==> src/rtl/pps_cap_pkg.sv <==
package pps_cap_pkg;

    typedef enum logic [1:0] {
        RD_EMPTY = 2'd0,
        RD_HELD  = 2'd1,
        RD_SHIFT = 2'd2
    } rd_state_t;

    localparam int STROBES   = 3;
    localparam int IDX_REF   = 0;
    localparam int IDX_SHIFT = 1;
    localparam int IDX_LOAD  = 2;

endpackage

==> src/rtl/pps_sync_rise.sv <==
module pps_sync_rise #(
    parameter int STAGES = 2
) (
    input  logic clk,
    input  logic rst,
    input  logic async_i,
    output logic rise_o
);

    logic [STAGES-1:0] sync_q;
    logic              prev_q;

    always_ff @(posedge clk) begin
        if (rst) begin
            sync_q <= '0;
            prev_q <= 1'b0;
        end else begin
            sync_q <= {sync_q[STAGES-2:0], async_i};
            prev_q <= sync_q[STAGES-1];
        end
    end

    assign rise_o = sync_q[STAGES-1] & ~prev_q;

endmodule

==> src/rtl/pps_divider.sv <==
module pps_divider #(
    parameter int CNT_W = 24,
    parameter int MOD   = 10_000_000
) (
    input  logic             clk,
    input  logic             rst,
    output logic [CNT_W-1:0] cnt_o,
    output logic             pps_o
);

    localparam logic [CNT_W-1:0] LAST = CNT_W'(MOD - 1);

    logic [CNT_W-1:0] cnt_q;

    always_ff @(posedge clk) begin
        if (rst)
            cnt_q <= '0;
        else if (cnt_q == LAST)
            cnt_q <= '0;
        else
            cnt_q <= cnt_q + 1'b1;
    end

    assign cnt_o = cnt_q;
    assign pps_o = cnt_q[CNT_W-1];

endmodule

==> src/rtl/pps_capture.sv <==
module pps_capture
    import pps_cap_pkg::*;
#(
    parameter int CNT_W     = 24,
    parameter int MOD       = 10_000_000,
    parameter int SYNC_STGS = 2
) (
    input  logic clk,
    input  logic rst,
    input  logic ref_pps_i,
    input  logic shift_stb_i,
    input  logic load_stb_i,
    output logic pps_o,
    output logic ser_o,
    output logic cap_valid_o,
    output logic overrun_o
);

    logic [STROBES-1:0] raw_in;
    logic [STROBES-1:0] rise;
    logic               cap_pulse;
    logic               shift_pulse;
    logic               load_pulse;
    logic [CNT_W-1:0]   cnt_w;
    logic [CNT_W-1:0]   cap_q;
    logic [CNT_W-1:0]   shreg_q;
    logic               ovr_q;
    rd_state_t          state_q;
    rd_state_t          state_d;

    assign raw_in = {load_stb_i, shift_stb_i, ref_pps_i};

    for (genvar g = 0; g < STROBES; g++) begin : g_sync
        pps_sync_rise #(.STAGES(SYNC_STGS)) u_sync (
            .clk    (clk),
            .rst    (rst),
            .async_i(raw_in[g]),
            .rise_o (rise[g])
        );
    end

    assign cap_pulse   = rise[IDX_REF];
    assign shift_pulse = rise[IDX_SHIFT];
    assign load_pulse  = rise[IDX_LOAD];

    pps_divider #(.CNT_W(CNT_W), .MOD(MOD)) u_div (
        .clk  (clk),
        .rst  (rst),
        .cnt_o(cnt_w),
        .pps_o(pps_o)
    );

    // capture and serial data path
    always_ff @(posedge clk) begin
        if (rst) begin
            cap_q   <= '0;
            shreg_q <= '0;
        end else begin
            if (cap_pulse)
                cap_q <= cnt_w;
            if (load_pulse)
                shreg_q <= cap_q;
            else if (shift_pulse)
                shreg_q <= {shreg_q[CNT_W-2:0], 1'b0};
        end
    end

    // readout state register
    always_ff @(posedge clk) begin
        if (rst)
            state_q <= RD_EMPTY;
        else
            state_q <= state_d;
    end

    // readout next state
    always_comb begin
        state_d = state_q;
        unique case (state_q)
            RD_EMPTY: if (cap_pulse)        state_d = RD_HELD;
            RD_HELD:  if (cap_pulse)        state_d = RD_HELD;
                      else if (shift_pulse) state_d = RD_SHIFT;
            RD_SHIFT: if (cap_pulse)        state_d = RD_HELD;
            default:                        state_d = RD_EMPTY;
        endcase
    end

    // overrun flag
    always_ff @(posedge clk) begin
        if (rst)
            ovr_q <= 1'b0;
        else if (cap_pulse && state_q == RD_HELD)
            ovr_q <= 1'b1;
        else if (load_pulse)
            ovr_q <= 1'b0;
    end

    // outputs
    always_comb begin
        cap_valid_o = (state_q == RD_HELD);
        overrun_o   = ovr_q;
        ser_o       = shreg_q[CNT_W-1];
    end

endmodule

==> config.mk <==
export PLATFORM = sky130hd
export DESIGN_NAME = pps_capture
export DESIGN_NICKNAME = d
export VERILOG_FILES = /design/src/rtl/pps_cap_pkg.sv /design/src/rtl/pps_sync_rise.sv /design/src/rtl/pps_divider.sv /design/src/rtl/pps_capture.sv
export SDC_FILE = /design/constraint.sdc
export NUM_CORES = 1
export LEC_CHECK = 0
export CAP_MARGIN = 20
export CORE_MARGIN = 4
export CORE_UTILIZATION = 59
export CTS_CLUSTER_SIZE = 20
export DETAILED_ROUTE_END_ITERATION = 7
export PLACE_DENSITY = 0.87
export SYNTH_ARGS = -nofsm -noshare
export SYNTH_HDL_FRONTEND = slang
export SYNTH_SLANG_ARGS = --single-unit
==> constraint.sdc <==
create_clock -name clk -period 2.5 [get_ports clk]
set_input_delay 0.375 -clock clk [delete_from_list [all_inputs] [get_ports clk]]
set_output_delay 0.375 -clock clk [all_outputs]
set_load 0.02 [all_outputs]
# --- Yosys cells after proc, flatten, opt, wreduce, memory -nomap -nowiden ---
# Index checks and enable logic that the tools add are counted.
totals:
  elab_cells: 38
  inputBits: 5
  output_inout_bits: 4
  regBits: 84
op_classes:
  n_mux: 8
  bitwise: 6
  eq_ne: 5
  reduce_logical: 7
  add_sub_neg: 1
op_table:
  columns: ["op", "n"]
  rows:
  - ["two-way mux 24 bit", 2]
  - ["adder 24 x 1 -> 24 bit, second input constant", 1]
  - ["== test 24 bit, second input constant", 1]
  - ["two-way mux 2 bit", 3]
  - ["one-hot mux 2 bit (2 select lines)", 1]
  - ["nonzero test 2 bit", 2]
  - ["OR reduction 2 bit", 2]
  - ["bitwise AND 1 bit", 3]
  - ["inequality test 3 x 1 -> 1 bit, second input constant", 1]
  - ["NOT 1 bit", 3]
  - ["== test 2 x 1 -> 1 bit, second input constant", 1]
  - ["== test 2 bit, second input constant", 1]
  - ["zero test 2 bit", 1]
  - ["two-way mux 1 bit", 2]
  - ["inequality test 2 x 1 -> 1 bit, second input constant", 1]
  - ["AND reduction 2 bit", 1]
  - ["logical AND 1 bit", 1]

# --- Logic depth before layout (Yosys ltp) ---
# Gate-level depths: netlist (run 1).
depth:
  ltp_word: 5
  depth_mapped: 6
  ltp_nobuf: 5

# --- Modules after synthesis ---
# From an unflattened synthesis (run 1), not the netlist that was laid out.
unflattened:
  hier_cells: 347
  hier_area_um2: 3450.8
modules_own_cells:
  columns: ["mod", "area_each_um2", "cells_per_inst", "n_inst"]
  rows:
  - ["pps_capture", 2105.8, 198, 1]
  - ["pps_divider", 1082.3, 128, 1]
  - ["pps_sync_rise", 87.6, 7, 3]

# --- Worst setup path after synthesis (run 1) ---
# OpenSTA, ideal clock, no wires.
synth_timing:
  path_kind: "reg-to-reg"
  start: "register u_div.cnt_q[0], in the netlist u_div.cnt_o[0]"
  end: "register u_div.cnt_q[2], in the netlist u_div.cnt_o[2]"
  setup_time_ps: 119
  arrival_ps: 1684
  path_stages_with_launch: 7
  required_ps: 2381
  period_less_slack_ps: 1803
  setup_slack_ps: 697
  path_cell_list: "dfxtp_1 > ha_1 > nand3_1 > or4_1 > o21bai_1 > buf_2 > nor2_1"
synth_via:
  elab_chain_cells: 2
  word_cells_on_any_way: 3
synth_rtl:
  columns: ["element", "line", "text"]
  rows:
  - ["start, declared", "pps_divider.sv:13", "logic [CNT_W-1:0] cnt_q;"]
  - ["start signal, assigned", "pps_divider.sv:21", "cnt_q <= cnt_q + 1'b1;"]
  - ["branches (longest 2 deep; another with adder 24 x 1 -> 24 bit)", null, null]
# Parallel ways; which one is timed is not known.
# A chain may end at the register's enable or synchronous reset.

# --- Final worst setup path (run 1) ---
layout_timing:
  start: "register u_div.cnt_q[0], in the netlist u_div.cnt_o[0]"
  end: "register u_div.cnt_q[9], in the netlist u_div.cnt_o[9]"
# The elaborated chain is that of the path after synthesis.

==> flow_summary.json, run 1 <==
{
  "cts.sinks": 84,
  "die_area_um2": 6970,
  "drc_errors": 0,
  "total_clock_buffers_created_by_cts": 9,
  "max_cap_viol_count": 0,
  "total_routed_wire_length_on_the_met1_layer_um": 3080,
  "fin_skew_ns": 0.0133,
  "post_synth_instance_area_um2": 3360,
  "sequential_cell_area_um2": 1680,
  "global_route_wire_length_before_repair_um": 10800,
  "numPortBuffers": 8,
  "postSynth.topFlopCell": "sky130_fd_sc_hd__dfxtp_1",
  "dieHeight_um": 83.5,
  "multi_input_area_um2": 1550,
  "grt.overflow.total": 0,
  "clk_latency_ns": 0.35,
  "floorplan.initialDensity_pct": 61.0,
  "critical_path.startpoint_type": "register",
  "met2RoutedLength_um": 2610,
  "period_minus_slack_ns": 1.96,
  "rsz0062_at_grt": "false",
  "routed.top_layer": "met4",
  "cts_setup_buffers": 0,
  "postSynth.asyncResetShare_pct": 0,
  "min-delay-start": "rst",
  "hold-worst-slack_ns": 0.259,
  "detail_route.vias_per_cell": 5.61,
  "cell_count_of_the_worst_reg_to_reg_path": 6,
  "coreArea_um2": 5510,
  "r2r_setup_slack_ns": 0.54,
  "timing.rr.end": "u_div.cnt_o[9]$_SDFF_PP0_",
  "first_global_vias": 2314,
  "h-tree-depth": 3,
  "antenna_found_initial": 0,
  "length_of_routed_met3_wiring_um": 340,
  "ys_types": 35,
  "largest_fanout_of_any_net_on_the_critical_path": 12,
  "final-setup-viol-count": 0,
  "max_slew.worst_pin.slew_ns": 0.872,
  "biggest_area_contributors_in_the_synthesized_netlist": "sky130_fd_sc_hd__dfxtp_1 50%, sky130_fd_sc_hd__mux2i_1 6.9%, sky130_fd_sc_hd__nand2_1 5.8%",
  "yosysWarningCount": 0,
  "cts_resized": 0,
  "drive_above_1_share_pct": 7.07,
  "tritoncts": "done",
  "power.ir.vdd_worst_uv": 444,
  "mean_area_per_synthesized_cell_um2": 8.84,
  "hold_path_depth": 2,
  "die_w_um": 83.5,
  "crit_path_slowest_cell": "sky130_fd_sc_hd__or4_1",
  "yosysTopAreaCell": "sky130_fd_sc_hd__dfxtp_1",
  "worst_path_largest_cell_delay_ns": 0.53,
  "postCtsHoldBufs": 0,
  "final_antenna_net_count": 0,
  "min_period_over_period_pct": 78.3,
  "tns_ns": 0,
  "timing_hold_violations_final": 0,
  "timing.critical_path.required_ns": 2.75,
  "postPlaceCellArea_um2": 3460,
  "result_of_the_run": "completed",
  "cts.clk_slew.worst_paths_ns": 0.08,
  "timing.critical_path.arrival_ns": 2.21,
  "synth_largest_type_area_fraction_pct": 50.1,
  "timing.rr.start": "u_div.cnt_o[0]$_SDFF_PP0_",
  "setup.worst_path.end_class": "register",
  "layout.nets": 384,
  "groute.usage.overall_pct": 18.8,
  "estimated_wirelength_of_the_detail_placed_design_um": 4010,
  "routed-via-count": 2546,
  "ant_diodes": 0,
  "drtPass1Iterations": 4,
  "total_power_divided_by_cell_area_nw_per_um2": 669,
  "seq_area_frac_synth_pct": 50.1,
  "io_pins": 9,
  "initialDrtViolationCount": 235,
  "synth_top_cells_by_count": "84 x sky130_fd_sc_hd__dfxtp_1, 52 x sky130_fd_sc_hd__nand2_1, 46 x sky130_fd_sc_hd__nor2_1, 31 x sky130_fd_sc_hd__a21oi_1, 24 x sky130_fd_sc_hd__a211oi_1",
  "avgRoutedWirePerCell_um": 13.6,
  "synth-edff-count": 0,
  "routed_wirelength_um": 6170,
  "leakagePower_uw": 0.00137,
  "drv_slew": 0,
  "critPathKind": "reg2reg",
  "pin_count_of_the_biggest_net_entering_global_routing": 61,
  "clockBufferDepth": 2,
  "min_delay_worst_endpoint": "g_sync[0].u_sync.sync_q[1]$_SDFF_PP0_",
  "slew_headroom_pct": 41.9,
  "final_design_area_no_fill_um2": 3650,
  "gp_congestion": 0.883,
  "crit_chain": "ha_1 -> nand3_1 -> or4_1 -> o21bai_1 -> buf_4 -> nor2_1",
  "areaGrowthSynthToFinish_pct": 8.60,
  "cts_root_buf": "sky130_fd_sc_hd__clkbuf_8",
  "syn-instance-count": 380,
  "fmaxAchievable_mhz": 511,
  "postSynthNetCount": 386,
  "post-layout-total-power_uw": 2440,
  "most_common_cell_in_the_synthesized_netlist": "sky130_fd_sc_hd__dfxtp_1",
  "ys_seq_elements": 84,
  "fp-row-count": 27,
  "worstHoldPathType": "in2reg",
  "layout_fillers": 431
}
## critical path: cells and delay by family, from the launching register on
kind	cells	cell delay, ns
buffers and inverters	1	0.23
AND/OR/NAND/NOR	3	0.72
flip-flops	1	0.43
adder cells (fa/ha/maj)	1	0.27
AO/OA/AOI/OAI	1	0.21
## layer usage
layer,global-route usage (%),vias up
met2,26.2,56
met1,26.9,1154
met5,0,-
met3,5.82,14
met4,7.75,0
li1,-,1322
## worst max path at each step
stage | from | endpoint | slack, ns | cells past startpoint
floorplan | u_div.cnt_o[0]$_SDFF_PP0_ | u_div.cnt_o[2]$_SDFF_PP0_ | 0.70 | 6
global placement | u_div.cnt_o[0]$_SDFF_PP0_ | u_div.cnt_o[11]$_SDFF_PP0_ | 0.66 | 6
detailed placement | u_div.cnt_o[0]$_SDFF_PP0_ | u_div.cnt_o[9]$_SDFF_PP0_ | 0.57 | 6
CTS | u_div.cnt_o[0]$_SDFF_PP0_ | u_div.cnt_o[9]$_SDFF_PP0_ | 0.53 | 6
global route | u_div.cnt_o[0]$_SDFF_PP0_ | u_div.cnt_o[8]$_SDFF_PP0_ | 0.34 | 6
finish | u_div.cnt_o[0]$_SDFF_PP0_ | u_div.cnt_o[9]$_SDFF_PP0_ | 0.54 | 6
## final cells by class
cell class / instances / share of cell area [%]
sequential: 84 / 46.1
inverter: 5 / 0.514
clock inverter: 5 / 1.65
clock buffer: 10 / 3.50
tap: 72 / 2.47
multi-input combinational: 264 / 42.5
timing repair buffer: 14 / 3.29
## cell usage in the layout (no fill, tap or decap), types with 7 or more instances in the layout
| cell type | n |
|---|---|
| sky130_fd_sc_hd__a211oi_1 | 24 |
| sky130_fd_sc_hd__a21oi_1 | 31 |
| sky130_fd_sc_hd__clkbuf_8 | 9 |
| sky130_fd_sc_hd__clkdlybuf4s50_1 | 7 |
| sky130_fd_sc_hd__dfxtp_1 | 84 |
| sky130_fd_sc_hd__mux2i_1 | 23 |
| sky130_fd_sc_hd__nand2_1 | 52 |
| sky130_fd_sc_hd__nand3_1 | 8 |
| sky130_fd_sc_hd__nor2_1 | 46 |
| sky130_fd_sc_hd__nor2b_1 | 10 |
| sky130_fd_sc_hd__xnor2_1 | 11 |
## report_power, final
group / internal (uW) / switching (uW) / total (uW)
Combinational: 48.1 / 70.5 / 119
Clock: 462 / 473 / 935
Sequential: 1370 / 19.8 / 1390
## stage by stage
step / util, % / cells / setup WS [ns]
detailed placement: 62.8 / 439 / 0.568
floorplan: - / 380 / 0.697
finish: 66.3 / 454 / 0.542
global placement: 62.8 / 439 / 0.662
global route: 66.3 / 454 / 0.344
CTS: 66.3 / 454 / 0.534
## cell families after synthesis
kind of cell,after synthesis,synth area share [%]
XOR/XNOR,14,3.65
multiplexers,23,6.85
buffers and inverters,32,3.80
AO/OA/AOI/OAI,68,12.6
AND/OR/NAND/NOR,158,22.7
adder cells (fa/ha/maj),1,0.372
flip-flops,84,50.1
## sequential cells by signal, indices dropped and copies added (netlist names)
name	flops
g_sync.u_sync.prev_q	3
g_sync.u_sync.sync_q	6
cap_q	24
overrun_o	1
shreg_q	24
state_q	2
u_div.cnt_o	24
No activity file was read; power rests on OpenSTA's default activity.
==> inputs of run 2 (changes only) <==
- CORE_UTILIZATION: 59 -> 54
- PLACE_DENSITY: 0.87 -> 0.84
- clock period: 2.5 -> 1.7 ns (I/O delays scaled with it)
==> run 2 against run 1 <==
Net effect:
- total power is 53% higher
- clock-buffer cell count down 1
- final cell count increased by 7.9%
- sequential share of layout area fell by 4.1 points
- die area grew 8.4%
- largest power group unchanged
- routed wire length grew 21%
- non-clock buffer count increased by 31
- largest cell class unchanged
- critical path depth decreased by 1
- register-to-register slack lost 0.54 ns
- worst setup slack worse by 0.54 ns
==> flow_summary.json, run 2 (synthesized netlist as in run 1, its figures left out) <==
{
  "global_route_wire_length_before_repair_um": 12300,
  "fp-row-count": 28,
  "antenna_found_initial": 0,
  "fmaxAchievable_mhz": 589,
  "cts_root_buf": "sky130_fd_sc_hd__clkbuf_8",
  "estimated_wirelength_of_the_detail_placed_design_um": 4620,
  "routed_wirelength_um": 7490,
  "result_of_the_run": "completed",
  "routed-via-count": 2770,
  "final_cell_mix": "75 x sky130_fd_sc_hd__dfxtp_1, 52 x sky130_fd_sc_hd__nand2_1, 46 x sky130_fd_sc_hd__nor2_1",
  "max_slew.worst_pin.slew_ns": 0.372,
  "worst_path_largest_cell_delay_ns": 0.57,
  "pin_count_of_the_biggest_net_entering_global_routing": 49,
  "gp_congestion": 0.874,
  "setup.worst_path.start": "u_div.cnt_o[1]$_SDFF_PP0_",
  "avgRoutedWirePerCell_um": 15.3,
  "timing_hold_violations_final": 0,
  "hold-worst-slack_ns": 0.234,
  "min_period_over_period_pct": 99.9,
  "fin_skew_ns": 0.0147,
  "grt.overflow.total": 0,
  "die_area_um2": 7550,
  "total_power_divided_by_cell_area_nw_per_um2": 921,
  "largest_fanout_of_any_net_on_the_critical_path": 5,
  "numPortBuffers": 8,
  "die_w_um": 86.9,
  "clk_latency_ns": 0.35,
  "cp-endpoint": "u_div.cnt_o[17]$_SDFF_PP0_",
  "groute.usage.overall_pct": 20.5,
  "worstHoldPathType": "in2reg",
  "hold_path_depth": 2,
  "r2r_setup_slack_ns": 0.002,
  "crit_path_slowest_cell": "sky130_fd_sc_hd__or4_4",
  "drv_slew": 0,
  "drc_errors": 0,
  "dieHeight_um": 86.9,
  "post-layout-total-power_uw": 3730,
  "tritoncts": "done",
  "timing.critical_path.depth": 5,
  "final-setup-viol-count": 0,
  "post-route-worst-setup-slack_ns": 0.00152,
  "leakagePower_uw": 0.00159,
  "ant_diodes": 0,
  "floorplan.initialDensity_pct": 56.1,
  "final_common_cell": "sky130_fd_sc_hd__dfxtp_1",
  "slew_headroom_pct": 74.9,
  "clockBufferDepth": 2,
  "cts.sinks": 84,
  "final_design_area_no_fill_um2": 4050,
  "critPathKind": "reg2reg",
  "postPlaceCellArea_um2": 3730,
  "io_pins": 9,
  "critical_path.startpoint_type": "register",
  "worstPathBufferInverterCount": 1,
  "layout.nets": 416,
  "min-delay-start": "rst",
  "timing.rr.start": "u_div.cnt_o[1]$_SDFF_PP0_",
  "cts.clk_slew.worst_paths_ns": 0.09,
  "setup.worst_path.end_class": "register",
  "max_cap_viol_count": 0,
  "crit_chain": "buf_6 -> nand4_4 -> or4_4 -> or3_4 -> a21oi_2",
  "drtPass1Iterations": 5,
  "final_util_pct": 67.6,
  "total_clock_buffers_created_by_cts": 9,
  "power.ir.vdd_worst_uv": 735,
  "rsz0062_at_grt": "true",
  "h-tree-depth": 3,
  "timing.critical_path.max_delay_family": "simple AND/OR/NAND/NOR gates",
  "first_global_vias": 2691,
  "coreArea_um2": 5990,
  "timing.critical_path.required_ns": 1.99,
  "timing.rr.end": "u_div.cnt_o[17]$_SDFF_PP0_",
  "timing.critical_path.arrival_ns": 1.99,
  "drive_above_1_share_pct": 19.8,
  "final_antenna_net_count": 0,
  "areaGrowthSynthToFinish_pct": 20.5,
  "cell_count_of_the_worst_reg_to_reg_path": 5,
  "initialDrtViolationCount": 199,
  "period_minus_slack_ns": 1.70,
  "detail_route.vias_per_cell": 5.65,
  "preCtsSetupSlack_ns": -0.0509
}
run 2: changes by cell type in the layout (fill, tap and decap cells not counted), moves of 2 or more:
| cell | previous run | this run |
|---|---|---|
| sky130_fd_sc_hd__buf_4 | 6 | 31 |
| sky130_fd_sc_hd__and4_4 | 0 | 2 |
| sky130_fd_sc_hd__or3_4 | 0 | 4 |
| sky130_fd_sc_hd__buf_12 | 0 | 2 |
| sky130_fd_sc_hd__or3_1 | 5 | 1 |
| sky130_fd_sc_hd__dfxtp_4 | 0 | 2 |
| sky130_fd_sc_hd__o21ai_0 | 6 | 2 |
| sky130_fd_sc_hd__dfxtp_1 | 84 | 75 |
| sky130_fd_sc_hd__dfxtp_2 | 0 | 7 |
| sky130_fd_sc_hd__clkdlybuf4s50_1 | 7 | 5 |
| sky130_fd_sc_hd__buf_6 | 0 | 3 |
| sky130_fd_sc_hd__o21ai_1 | 0 | 3 |
run 2: power by group:
| part | internal [uW] | switching (uW) |
|---|---|---|
| Clock | 702 | 760 |
| Combinational | 102 | 122 |
| Sequential | 2010 | 29.5 |
| Total | 2820 | 912 |
run 2: layer usage:
| metal | GRT usage (%) | vias up | routed length, um |
|---|---|---|---|
| met3 | 4.82 | 15 | 385 |
| met1 | 27.6 | 1299 | 3300 |
| li1 | - | 1383 | - |
| met4 | 8.07 | 0 | 153 |
| met5 | 0 | - | 0 |
| met2 | 32.0 | 73 | 3650 |
run 2: area by class of cell:
class,instances,area (um2)
multi-input cells,265,1650
flip-flops and latches,84,1700
repair buffers,45,388
inverters,5,18.8
fillers,424,1940
clock inverters,7,80.1
clock buffers,9,124
well taps,75,93.8
run 2: worst min-delay path by stage:
stage / endpoint / slack [ns]
after global routing: g_sync[0].u_sync.sync_q[0]$_SDFF_PP0_ / 0.23
after floorplan: g_sync[0].u_sync.sync_q[0]$_SDFF_PP0_ / 0.38
final: g_sync[0].u_sync.sync_q[0]$_SDFF_PP0_ / 0.23
after detailed placement: g_sync[1].u_sync.sync_q[1]$_SDFF_PP0_ / 0.42
after global placement: g_sync[0].u_sync.sync_q[1]$_SDFF_PP0_ / 0.42
after CTS: cap_q[14]$_SDFFE_PP0P_ / 0.21
run 2: repair_timing:
action / CTS / global route
setup buffers: 1 / 0
pin swaps: 2 / 7
gates cloned: 0 / 2
setup endpoints to repair: 23 / 24
hold buffers: 0 / 0
gates resized for setup: 6 / 25
run 2: metrics by stage:
step                instances  TNS, ns
detailed placement        471   -0.459
finish                    490        0
CTS                       488        0
floorplan                 380        0
global route              490   -0.194
global placement          471        0
==> inputs of run 3 (changes only) <==
- RECOVER_POWER: default -> 100
- REMOVE_ABC_BUFFERS: default -> 1
==> run 3 against run 2 <==
Net effect:
- routed wire length decreased by 8.4%
- critical path depth is 1 higher
- sequential share of layout area is 0.80 points higher
- first-iteration DRC count increased by 38%
- die area unchanged
- fmax is 0.69% higher
==> flow_summary.json, run 3 (synthesized netlist as in run 1, its figures left out) <==
{
  "io_pins": 9,
  "fin_skew_ns": 0.00664,
  "h-tree-depth": 3,
  "grt.met2_usage_pct": 30.0,
  "fp-row-count": 28,
  "die_area_um2": 7550,
  "routed_wirelength_um": 6860,
  "net_switching_fraction_of_the_power_pct": 22.2,
  "tns_ns": 0,
  "setup.worst_path.start": "u_div.cnt_o[0]$_SDFF_PP0_",
  "numPortBuffers": 8,
  "post_layout_nonfiller_instances": 485,
  "r2r_setup_slack_ns": 0.01,
  "globalRoute.busiestLayer": "met2",
  "detail_route.vias_per_cell": 5.66,
  "power.ir.vdd_worst_uv": 699,
  "min-delay-start": "rst",
  "drive_above_1_share_pct": 16.6,
  "crit_chain": "ha_1 -> buf_4 -> and4_4 -> and4_4 -> nor2_1 -> a2111oi_2",
  "worstPathBufferInverterCount": 1,
  "coreArea_um2": 5990,
  "max_slew.worst_pin.slew_ns": 1.12,
  "final_antenna_net_count": 0,
  "floorplan.initialDensity_pct": 56.1,
  "post-layout-total-power_uw": 3810,
  "internal_power_uw": 2960,
  "clk_latency_ns": 0.35,
  "power.combinational.fraction_pct": 5.2,
  "leakagePower_uw": 0.00157,
  "fmaxAchievable_mhz": 593,
  "estimated_wirelength_of_the_detail_placed_design_um": 4210,
  "total_power_divided_by_cell_area_nw_per_um2": 961,
  "timing.critical_path.arrival_ns": 1.93,
  "hold-worst-slack_ns": 0.329,
  "timing.critical_path.required_ns": 1.94,
  "groute.usage.overall_pct": 19.3,
  "timing_hold_violations_final": 0,
  "drc_errors": 0,
  "areaGrowthSynthToFinish_pct": 18.1,
  "met1_usage_pct": 25.2,
  "worstHoldPathType": "in2reg",
  "sequentialPowerShare_pct": 53.5,
  "timing.rr.start": "u_div.cnt_o[0]$_SDFF_PP0_",
  "total_clock_buffers_created_by_cts": 9,
  "critPathKind": "reg2reg",
  "tritoncts": "done",
  "ant_diodes": 0,
  "max_cap_viol_count": 0,
  "pin_count_of_the_biggest_net_entering_global_routing": 49,
  "layout_fillers": 451,
  "groute.layer.met3.usage_pct": 5.87,
  "die_w_um": 86.9,
  "cts.clk_slew.worst_paths_ns": 0.08,
  "cts.sinks": 84,
  "slew_headroom_pct": 25.3,
  "drv_slew": 0,
  "p_clk_share_pct": 41.4,
  "gp_congestion": 0.910,
  "grt.overflow.total": 0,
  "timing.critical_path.max_delay_family": "simple AND/OR/NAND/NOR gates",
  "worst_path_largest_cell_delay_ns": 0.37,
  "dieHeight_um": 86.9,
  "rsz0062_at_grt": "true",
  "critical_path.startpoint_type": "register",
  "crit_path_slowest_cell": "sky130_fd_sc_hd__dfxtp_4",
  "period_minus_slack_ns": 1.69,
  "drtPass1Iterations": 4,
  "dp.cells": 466,
  "final_common_cell": "sky130_fd_sc_hd__dfxtp_1",
  "global_route_wire_length_before_repair_um": 11400,
  "first_global_vias": 2534,
  "result_of_the_run": "completed",
  "initialDrtViolationCount": 274,
  "preCtsSetupSlack_ns": -0.118,
  "antenna_found_initial": 0,
  "switching_power_uw": 847,
  "min_period_over_period_pct": 99.2,
  "post-route-worst-setup-slack_ns": 0.0132,
  "postCtsHoldBufs": 0,
  "routed-via-count": 2744,
  "cpMostUsedCell": "sky130_fd_sc_hd__and4_4",
  "clockBufferDepth": 2,
  "final-setup-viol-count": 0,
  "cts_root_buf": "sky130_fd_sc_hd__clkbuf_8",
  "avgRoutedWirePerCell_um": 14.1,
  "setup.worst_path.end_class": "register",
  "layout.nets": 411,
  "final_cell_mix": "77 x sky130_fd_sc_hd__dfxtp_1, 52 x sky130_fd_sc_hd__nand2_1, 46 x sky130_fd_sc_hd__nor2_1",
  "largest_fanout_of_any_net_on_the_critical_path": 4
}
run 3: cell types whose count changed in the layout (fill, tap and decap cells not counted), moves of 2 or more:
cell and delta:
sky130_fd_sc_hd__or3_1 +4, sky130_fd_sc_hd__dfxtp_1 +2, sky130_fd_sc_hd__buf_4 -5, sky130_fd_sc_hd__clkbuf_1 +2, sky130_fd_sc_hd__dlygate4sd3_1 +3, sky130_fd_sc_hd__o21ai_0 +2, sky130_fd_sc_hd__clkinv_4 +2, sky130_fd_sc_hd__inv_6 -3
sky130_fd_sc_hd__or3_4 -4, sky130_fd_sc_hd__dfxtp_2 -2, sky130_fd_sc_hd__clkdlybuf4s50_1 -3, sky130_fd_sc_hd__buf_2 -2
run 3: final cells by class:
class | count | area [um2] | area share (%)
sequential | 84 | 1700 | 42.7
multi-input combinational | 264 | 1600 | 40.3
timing repair buffer | 41 | 337 | 8.49
clock buffer | 10 | 138 | 3.47
tap | 75 | 93.8 | 2.37
clock inverter | 6 | 87.6 | 2.21
inverter | 5 | 18.8 | 0.473
run 3: power groups by stage:
stage          logic, uW  clock network, uW  registers, uW
2_1_floorplan        110                  0           2080
3_3_place_gp         189                  0           2080
3_5_place_dp         193                  0           2090
4_1_cts              196               1600           2040
5_1_grt              222               1690           2040
6_report             198               1580           2040
run 3: per-layer routing:
metal | vias to the layer above | part of all wire (%)
met5 | - | 0
met3 | 8 | 6.7
met2 | 81 | 46
li1 | 1369 | -
met4 | 0 | 1.2
met1 | 1286 | 46
run 3: through the flow:
step	util, %	area [um2]
after floorplan	-	3250
after detailed placement	61.3	3670
after global placement	61.3	3670
after global routing	66.2	3970
final	66.2	3970
after CTS	65.5	3920
run 3: path summary, 6_finish.rpt:
kind	to	cells after the start
max	u_div.cnt_o[18]$_SDFF_PP0_	6
min	g_sync[0].u_sync.sync_q[1]$_SDFF_PP0_	2
max reg2reg	u_div.cnt_o[18]$_SDFF_PP0_	6
min reg2reg	u_div.cnt_o[0]$_SDFF_PP0_	1
run 3: what timing repair did:
item | in CTS | in global routing
setup buffers | 0 | 2
pin swaps | 2 | 3
cloned | 1 | 0
resized for setup | 13 | 17
setup endpoints to repair | 24 | 17
